### config.mk
export PLATFORM = sky130hd
export DESIGN_NAME = prio_irq_ctrl
export DESIGN_NICKNAME = d
export VERILOG_FILES = /design/src/rtl/pic_pkg.sv /design/src/rtl/pic_sync.sv /design/src/rtl/pic_ext_detect.sv /design/src/rtl/pic_arbiter.sv /design/src/rtl/pic_isr_stack.sv /design/src/rtl/prio_irq_ctrl.sv
export SDC_FILE = /design/constraint.sdc
export NUM_CORES = 1
export LEC_CHECK = 0
export BUFFER_PORTS_ARGS = -buffer_cell sky130_fd_sc_hd__buf_2
export CORE_UTILIZATION = 30
export CTS_BUF_LIST = sky130_fd_sc_hd__clkbuf_4 sky130_fd_sc_hd__clkbuf_8
export CTS_CLUSTER_DIAMETER = 30
export DETAILED_ROUTE_END_ITERATION = 10
export HOLD_SLACK_MARGIN = 0.12
export MAX_ROUTING_LAYER = met4
export SYNTH_ARGS = -nofsm -noshare
export SYNTH_HDL_FRONTEND = slang
export SYNTH_SLANG_ARGS = --single-unit
### constraint.sdc
create_clock -name clk -period 5.8 [get_ports clk]
set_input_delay 1.16 -clock clk [delete_from_list [all_inputs] [get_ports clk]]
set_output_delay 1.16 -clock clk [all_outputs]
set_load 0.03 [all_outputs]
### src/rtl/pic_pkg.sv
package pic_pkg;
   localparam int PIC_REG_AW = 3;
   localparam int PIC_DW     = 8;
   localparam int PIC_LVL_W  = 2;
   localparam int PIC_LEVELS = 1 << PIC_LVL_W;

   typedef enum logic [PIC_REG_AW-1:0] {
      RA_EN0   = 3'd0,
      RA_EN1   = 3'd1,
      RA_EN2   = 3'd2,
      RA_EN3   = 3'd3,
      RA_LVLLO = 3'd4,
      RA_LVLHI = 3'd5,
      RA_XCFG  = 3'd6
   } pic_reg_e;
endpackage

### src/rtl/pic_sync.sv
module pic_sync #(
   parameter int W = 2
) (
   input  logic         clk,
   input  logic         rst_n,
   input  logic [W-1:0] d,
   output logic [W-1:0] q
);
   logic [W-1:0] meta_q;
   logic [W-1:0] out_q;

   always_ff @(posedge clk or negedge rst_n) begin
      if (!rst_n) begin
         meta_q <= '0;
         out_q  <= '0;
      end else begin
         meta_q <= d;
         out_q  <= meta_q;
      end
   end

   assign q = out_q;
endmodule

### src/rtl/pic_ext_detect.sv
module pic_ext_detect #(
   parameter int NUM_EXT = 2
) (
   input  logic               clk,
   input  logic               rst_n,
   input  logic [NUM_EXT-1:0] pin,
   input  logic [NUM_EXT-1:0] edge_mode,
   input  logic [NUM_EXT-1:0] act_high,
   input  logic [NUM_EXT-1:0] clr,
   output logic [NUM_EXT-1:0] req
);
   logic [NUM_EXT-1:0] pin_s;
   logic [NUM_EXT-1:0] prev_q;

   pic_sync #(.W(NUM_EXT)) u_sync (
      .clk   (clk),
      .rst_n (rst_n),
      .d     (pin),
      .q     (pin_s)
   );

   always_ff @(posedge clk or negedge rst_n) begin
      if (!rst_n) prev_q <= '0;
      else        prev_q <= pin_s;
   end

   for (genvar e = 0; e < NUM_EXT; e++) begin : g_ch
      logic lvl_on;
      logic hit;
      logic pend_q;

      assign lvl_on = act_high[e] ? pin_s[e] : ~pin_s[e];
      assign hit    = act_high[e] ? (pin_s[e] & ~prev_q[e])
                                  : (~pin_s[e] & prev_q[e]);

      always_ff @(posedge clk or negedge rst_n) begin
         if (!rst_n)              pend_q <= 1'b0;
         else if (!edge_mode[e])  pend_q <= 1'b0;
         else if (hit)            pend_q <= 1'b1;
         else if (clr[e])         pend_q <= 1'b0;
      end

      assign req[e] = edge_mode[e] ? pend_q : lvl_on;
   end
endmodule

### src/rtl/pic_arbiter.sv
module pic_arbiter #(
   parameter int NUM_GROUPS = 6,
   parameter int GROUP_SIZE = 4,
   parameter int LVL_W      = 2,
   parameter int VEC_W      = 5,
   parameter int RANK_W     = 3,
   localparam int NUM_SRC   = NUM_GROUPS * GROUP_SIZE,
   localparam int LEVELS    = 1 << LVL_W
) (
   input  logic [NUM_SRC-1:0]          act,
   input  logic [NUM_GROUPS*LVL_W-1:0] grp_lvl,
   input  logic                        nmi_act,
   output logic                        win_v,
   output logic [VEC_W-1:0]            win_idx,
   output logic [RANK_W-1:0]           win_rank
);
   localparam logic [VEC_W-1:0] NMI_VEC = '1;

   always_comb begin
      win_v    = 1'b0;
      win_idx  = '0;
      win_rank = '0;
      if (nmi_act) begin
         win_v    = 1'b1;
         win_idx  = NMI_VEC;
         win_rank = RANK_W'(LEVELS + 1);
      end else begin
         for (int i = 0; i < LEVELS; i++) begin
            for (int g = 0; g < NUM_GROUPS; g++) begin
               for (int k = 0; k < GROUP_SIZE; k++) begin
                  if (!win_v && act[g + NUM_GROUPS*k] &&
                      grp_lvl[g*LVL_W +: LVL_W] == LVL_W'(LEVELS-1-i)) begin
                     win_v    = 1'b1;
                     win_idx  = VEC_W'(g + NUM_GROUPS*k);
                     win_rank = RANK_W'(LEVELS - i);
                  end
               end
            end
         end
      end
   end
endmodule

### src/rtl/pic_isr_stack.sv
module pic_isr_stack #(
   parameter int LEVELS = 4,
   parameter int RANK_W = 3
) (
   input  logic              clk,
   input  logic              rst_n,
   input  logic              push,
   input  logic [RANK_W-1:0] push_rank,
   input  logic              pop,
   output logic [RANK_W-1:0] run_rank
);
   logic [LEVELS:0] isr_q;
   logic [LEVELS:0] isr_d;

   always_comb begin
      run_rank = '0;
      for (int i = 0; i <= LEVELS; i++)
         if (isr_q[i]) run_rank = RANK_W'(i + 1);
   end

   always_comb begin
      isr_d = isr_q;
      if (pop && run_rank != '0) isr_d[run_rank - 1'b1] = 1'b0;
      if (push && push_rank != '0) isr_d[push_rank - 1'b1] = 1'b1;
   end

   always_ff @(posedge clk or negedge rst_n) begin
      if (!rst_n) isr_q <= '0;
      else        isr_q <= isr_d;
   end
endmodule

### src/rtl/prio_irq_ctrl.sv
module prio_irq_ctrl
   import pic_pkg::*;
#(
   parameter int NUM_GROUPS = 6,
   parameter int GROUP_SIZE = 4,
   parameter int NUM_EXT    = 2,
   parameter int EN_REGS    = 4,
   parameter int VEC_W      = 5,
   localparam int NUM_SRC   = NUM_GROUPS * GROUP_SIZE,
   localparam int ENW       = EN_REGS * PIC_DW,
   localparam int GLB_BIT   = 7,
   localparam int RANK_W    = $clog2(PIC_LEVELS + 2)
) (
   input  logic                      clk,
   input  logic                      rst_n,
   input  logic                      reg_we,
   input  logic [PIC_REG_AW-1:0]     reg_addr,
   input  logic [PIC_DW-1:0]         reg_wdata,
   output logic [PIC_DW-1:0]         reg_rdata,
   input  logic [NUM_SRC-1:NUM_EXT]  src_req,
   input  logic [NUM_EXT-1:0]        ext_pin,
   input  logic                      nmi_req,
   output logic                      cpu_irq,
   output logic [VEC_W-1:0]          cpu_vec,
   input  logic                      cpu_ack,
   input  logic                      cpu_reti
);
   localparam logic [VEC_W-1:0] NMI_VEC = '1;

   if (NUM_SRC + 1 > ENW) begin : g_bad_en
      $error("enable registers too narrow for source count");
   end
   if (NUM_GROUPS > PIC_DW) begin : g_bad_grp
      $error("group count exceeds priority register width");
   end
   if (NUM_EXT > PIC_DW/2 || NUM_EXT < 1) begin : g_bad_ext
      $error("pin count must fit half a config register");
   end
   if ((1 << VEC_W) <= NUM_SRC) begin : g_bad_vec
      $error("vector width leaves no code for the nonmaskable source");
   end

   logic [ENW-1:0]        en_flat_q;
   logic [NUM_GROUPS-1:0] lvl_lo_q, lvl_hi_q;
   logic [PIC_DW-1:0]     xcfg_q;
   logic                  glb_en;
   logic [NUM_SRC-1:0]    en_src, req_all, act;
   logic [NUM_SRC-1:0]    pend_q;
   logic                  nmi_pend_q;
   logic [NUM_EXT-1:0]    ext_req, ext_clr;
   logic [NUM_GROUPS*PIC_LVL_W-1:0] grp_lvl;
   logic                  arb_v;
   logic [VEC_W-1:0]      arb_idx;
   logic [RANK_W-1:0]     arb_rank;
   logic                  win_v_q;
   logic [VEC_W-1:0]      win_idx_q;
   logic [RANK_W-1:0]     win_rank_q;
   logic [RANK_W-1:0]     run_rank;
   logic                  ack_fire;

   // register port
   always_ff @(posedge clk or negedge rst_n) begin
      if (!rst_n) begin
         en_flat_q <= '0;
         lvl_lo_q  <= '0;
         lvl_hi_q  <= '0;
         xcfg_q    <= '0;
      end else if (reg_we) begin
         if (int'(reg_addr) < EN_REGS)
            en_flat_q[int'(reg_addr)*PIC_DW +: PIC_DW] <= reg_wdata;
         else if (reg_addr == RA_LVLLO)
            lvl_lo_q <= reg_wdata[NUM_GROUPS-1:0];
         else if (reg_addr == RA_LVLHI)
            lvl_hi_q <= reg_wdata[NUM_GROUPS-1:0];
         else if (reg_addr == RA_XCFG)
            xcfg_q <= reg_wdata;
      end
   end

   always_comb begin
      reg_rdata = '0;
      if (int'(reg_addr) < EN_REGS)
         reg_rdata = en_flat_q[int'(reg_addr)*PIC_DW +: PIC_DW];
      else if (reg_addr == RA_LVLLO)
         reg_rdata[NUM_GROUPS-1:0] = lvl_lo_q;
      else if (reg_addr == RA_LVLHI)
         reg_rdata[NUM_GROUPS-1:0] = lvl_hi_q;
      else if (reg_addr == RA_XCFG)
         reg_rdata = xcfg_q;
   end

   assign glb_en = en_flat_q[GLB_BIT];

   for (genvar s = 0; s < NUM_SRC; s++) begin : g_en
      if (s < GLB_BIT) begin : g_lo
         assign en_src[s] = en_flat_q[s];
      end else begin : g_hi
         assign en_src[s] = en_flat_q[s + 1];
      end
   end

   for (genvar g = 0; g < NUM_GROUPS; g++) begin : g_lvl
      assign grp_lvl[g*PIC_LVL_W +: PIC_LVL_W] = {lvl_hi_q[g], lvl_lo_q[g]};
   end

   assign ack_fire = cpu_ack & cpu_irq;

   // pin sources
   for (genvar e = 0; e < NUM_EXT; e++) begin : g_xclr
      assign ext_clr[e] = ack_fire && (win_idx_q == VEC_W'(e));
   end

   pic_ext_detect #(.NUM_EXT(NUM_EXT)) u_ext (
      .clk       (clk),
      .rst_n     (rst_n),
      .pin       (ext_pin),
      .edge_mode (xcfg_q[NUM_EXT-1:0]),
      .act_high  (xcfg_q[4 +: NUM_EXT]),
      .clr       (ext_clr),
      .req       (ext_req)
   );

   // pending latches for on-chip sources
   for (genvar s = 0; s < NUM_SRC; s++) begin : g_pend
      if (s < NUM_EXT) begin : g_pin
         assign pend_q[s]  = 1'b0;
         assign req_all[s] = ext_req[s];
      end else begin : g_int
         always_ff @(posedge clk or negedge rst_n) begin
            if (!rst_n)
               pend_q[s] <= 1'b0;
            else if (src_req[s])
               pend_q[s] <= 1'b1;
            else if (ack_fire && win_idx_q == VEC_W'(s))
               pend_q[s] <= 1'b0;
         end
         assign req_all[s] = pend_q[s];
      end
   end

   always_ff @(posedge clk or negedge rst_n) begin
      if (!rst_n)                                nmi_pend_q <= 1'b0;
      else if (nmi_req)                          nmi_pend_q <= 1'b1;
      else if (ack_fire && win_idx_q == NMI_VEC) nmi_pend_q <= 1'b0;
   end

   assign act = req_all & en_src & {NUM_SRC{glb_en}};

   pic_arbiter #(
      .NUM_GROUPS (NUM_GROUPS),
      .GROUP_SIZE (GROUP_SIZE),
      .LVL_W      (PIC_LVL_W),
      .VEC_W      (VEC_W),
      .RANK_W     (RANK_W)
   ) u_arb (
      .act      (act),
      .grp_lvl  (grp_lvl),
      .nmi_act  (nmi_pend_q),
      .win_v    (arb_v),
      .win_idx  (arb_idx),
      .win_rank (arb_rank)
   );

   always_ff @(posedge clk or negedge rst_n) begin
      if (!rst_n) begin
         win_v_q    <= 1'b0;
         win_idx_q  <= '0;
         win_rank_q <= '0;
      end else begin
         win_v_q    <= arb_v;
         win_idx_q  <= arb_idx;
         win_rank_q <= arb_rank;
      end
   end

   pic_isr_stack #(.LEVELS(PIC_LEVELS), .RANK_W(RANK_W)) u_stack (
      .clk       (clk),
      .rst_n     (rst_n),
      .push      (ack_fire),
      .push_rank (win_rank_q),
      .pop       (cpu_reti),
      .run_rank  (run_rank)
   );

   assign cpu_irq = win_v_q && (win_rank_q > run_rank);
   assign cpu_vec = win_idx_q;
endmodule

==> impl_metrics.toml <==
[outcome]
status = "complete, no violations"

[routing]
drt-pass1-iter-count = 5
wl_mm = 28.6
drc = 0
drt_iter0_drc = 684
routed_via_density = 6.23
detail_route.wl_per_cell_um = 25.2
vias = 7067
antenna_left = 0

[global_routing]
grt_pass1_vias = 6691
grt_start_max_net_pins = 56
antenna_found_initial = 0
grt_pass1_wl_mm = 42.9
overflow = 0
grt_use_total = 0.254

[final_layout]
stdcell_count = 1134
drive_gt1_frac = 0.169
final_nets = 904
layout_common_cells = "nand2_1, dfrtp_1, o21ai_0"
diodes = 0
final_common_cell = "nand2_1"
syn_to_final_growth_pct = 11.7

[hold_path]
whs_path_depth = 0
min_to = "u_ext.u_sync.q[0]$_DFF_PN0_"
hp-class = "flip-flop to flip-flop"
hold_start = "u_ext.u_sync.meta_q[0]$_DFF_PN0_"

[critical_path]
worst_r2r_path_depth = 10
critPathSlowestCell = "ha_1"
cp-start-kind = "input port"
path_cells = "buf_2 > inv_1 > ha_1 > ha_1 > nand2_1 > o21ai_0 > mux2_2 > buf_2"
cp_data_required_time_ps = 4640
timing_worst_setup_path_type = "input port to output pin"
end_kind = "output pin"
r2r_end = "win_rank_q[0]$_DFF_PN0_"
critPathMaxStageDelay_ps = 330
rrSetupSlack_ps = 2010
worstPathMaxFanout = 13
cp.arrival_ps = 2910
reg2reg_from = "en_flat_q[7]$_DFFE_PN0P_"

[logic_synthesis]
ys_seq_elements = 97
synth_area_um2 = 6850
synth_edf_count = 0
syn_inst = 798
async_flop_share = 1.00
synthFlopType = "dfrtp_1"
syn_nets = 853
yosys_warnings = 0
seq_area_frac_synth = 0.354
postSynthAreaPerCell_um2 = 8.59
synth_cell_types = 77

[run]
drv_cap = 0

[timing]
fin_crit_ps = 4070
rsz0062_at_grt = "false"
slew_violations = 0
setup_violations = 0
fin_crit_sh = 0.701
fmax_mhz = 246
worstMarginPinSlew_ps = 1030
finalSetupTns_ps = 0
fin_skew_ps = 17.6
finalHoldViolations = 0
relSlewSlack = 0.309

[pwr]
internal-power_w = 0.00119
power_frac_seq = 0.445
p_switching_w = 0.000908
switching_share = 0.433
combPwrFrac = 0.339
p_per_area_nw_per_um2 = 274
ir_drop_mv = 0.111
power_leakage_nw = 2.98
clock_power_share = 0.216

[cts]
cts-root-buf = "clkbuf_8"
cts_setup_buffers = 0
cts_hold_repair.buffers = 0
htreeDepth = 3
worstSkewPairLatency_ps = 390
cts_buffer_depth = 2
clock_sinks = 97
cts_tree = "built"
clk_pin_slew_worst_paths_ps = 110
cts_made_buffers = 9
cts_resized = 0

[die]
fp.dieArea_um2 = 23400
die_h_um = 153
pin_count = 55
initial_core_util = 0.310
core_area_um2 = 22100
die_w_um = 153
rows = 54

[placement]
dp_cells = 1118
io_buffers = 54
gp_congestion = 1.01
post-dp-hpwl_mm = 22.2
[state kept, by name, summed over array words and instances (netlist names), 3 cells and up]
name,cells
win_rank_q,3
lvl_lo_q,6
pend_q,22
lvl_hi_q,6
cpu_vec,5
u_stack.isr_q,5
xcfg_q,8
en_flat_q,32
[worst max-delay path by stage]
stage | start | end | slack (ps)
global placement | reg_addr[0] | reg_rdata[5] | 1760
finish | reg_addr[0] | reg_rdata[5] | 1730
floorplan | reg_addr[0] | reg_rdata[6] | 1590
detailed placement | reg_addr[0] | reg_rdata[0] | 1730
CTS | reg_addr[0] | reg_rdata[0] | 1730
global route | reg_addr[0] | reg_rdata[5] | 1580
[worst max-delay path, delay by kind of cell]
family | cells | cell delay [ps]
AND/OR/NAND/NOR | 1 | 110
multiplexers | 1 | 290
adder cells (fa/ha/maj) | 2 | 600
AO/OA/AOI/OAI | 1 | 80
buffers and inverters | 3 | 660
[stage by stage]
stage / power (W) / cell area [um2] / util / setup WS, ps / hold slack, ps
after floorplan: 0.00135 / 6850 / - / 1590 / 331
after global routing: 0.00220 / 7650 / 0.346 / 1580 / 377
after CTS: 0.00210 / 7650 / 0.346 / 1730 / 362
final: 0.00210 / 7650 / 0.346 / 1730 / 359
after global placement: 0.00164 / 7460 / 0.337 / 1760 / 333
after detailed placement: 0.00164 / 7460 / 0.337 / 1730 / 336
[synthesized netlist by cell type, types with 5 or more instances]
library cell | instances | area share
nand2b_1 | 22 | 0.020
a21boi_0 | 5 | 0.0055
a32oi_1 | 7 | 0.0089
o211ai_1 | 9 | 0.0099
a22o_1 | 15 | 0.019
mux2_2 | 34 | 0.056
buf_2 | 5 | 0.0037
nor4_1 | 10 | 0.0091
and2_1 | 5 | 0.0046
nand4_1 | 21 | 0.019
inv_1 | 21 | 0.012
mux4_2 | 8 | 0.026
a22oi_1 | 6 | 0.0066
a21oi_1 | 37 | 0.027
o32ai_1 | 5 | 0.0064
dfrtp_1 | 97 | 0.35
ha_1 | 14 | 0.026
nor2_1 | 60 | 0.033
nor3_1 | 14 | 0.010
a211oi_1 | 5 | 0.0055
clkbuf_1 | 16 | 0.0088
nand2_1 | 123 | 0.067
nor4b_1 | 5 | 0.0064
o31ai_1 | 9 | 0.0099
and3_1 | 13 | 0.012
o22ai_1 | 11 | 0.010
nand3b_1 | 6 | 0.0066
nand3_1 | 38 | 0.028
o21ai_0 | 62 | 0.045
nor2b_1 | 12 | 0.011
a21o_1 | 17 | 0.019
[power by group through the flow]
stage | combinational, W | clock, W | sequential, W
floorplan | 0.000493 | 0 | 0.000860
global placement | 0.000701 | 0 | 0.000942
detailed placement | 0.000699 | 0 | 0.000941
CTS | 0.000703 | 0.000465 | 0.000927
global route | 0.000770 | 0.000492 | 0.000943
finish | 0.000712 | 0.000452 | 0.000933
[layout make-up]
| class | count | area [um2] |
|---|---|---|
| Inverter | 23 | 86.3 |
| Timing Repair Buffer | 65 | 355 |
| Tap cell | 280 | 350 |
| Sequential cell | 97 | 2430 |
| Multi-Input combinational cell | 653 | 4240 |
| Fill cell | 2285 | 14400 |
| Clock buffer | 9 | 124 |
| Clock inverter | 7 | 71.3 |
[per-layer routing]
metal,track usage,routed length (um)
met1,0.327,12100
met2,0.388,12700
met3,0.0417,2230
met4,0.123,1470
met5,-,0
[cells by family (layout without fill, tap and decap cells)]
logic type / Yosys count / in the layout / share of synthesized area
compound gates: 238 / 238 / 0.244
xor+xnor: 2 / 2 / 0.00256
fa+ha+maj: 14 / 14 / 0.0256
buf+inv: 48 / 104 / 0.0274
flops: 97 / 97 / 0.354
mux: 43 / 43 / 0.0836
simple gates: 356 / 356 / 0.262
(Power assumes the default switching activity.)
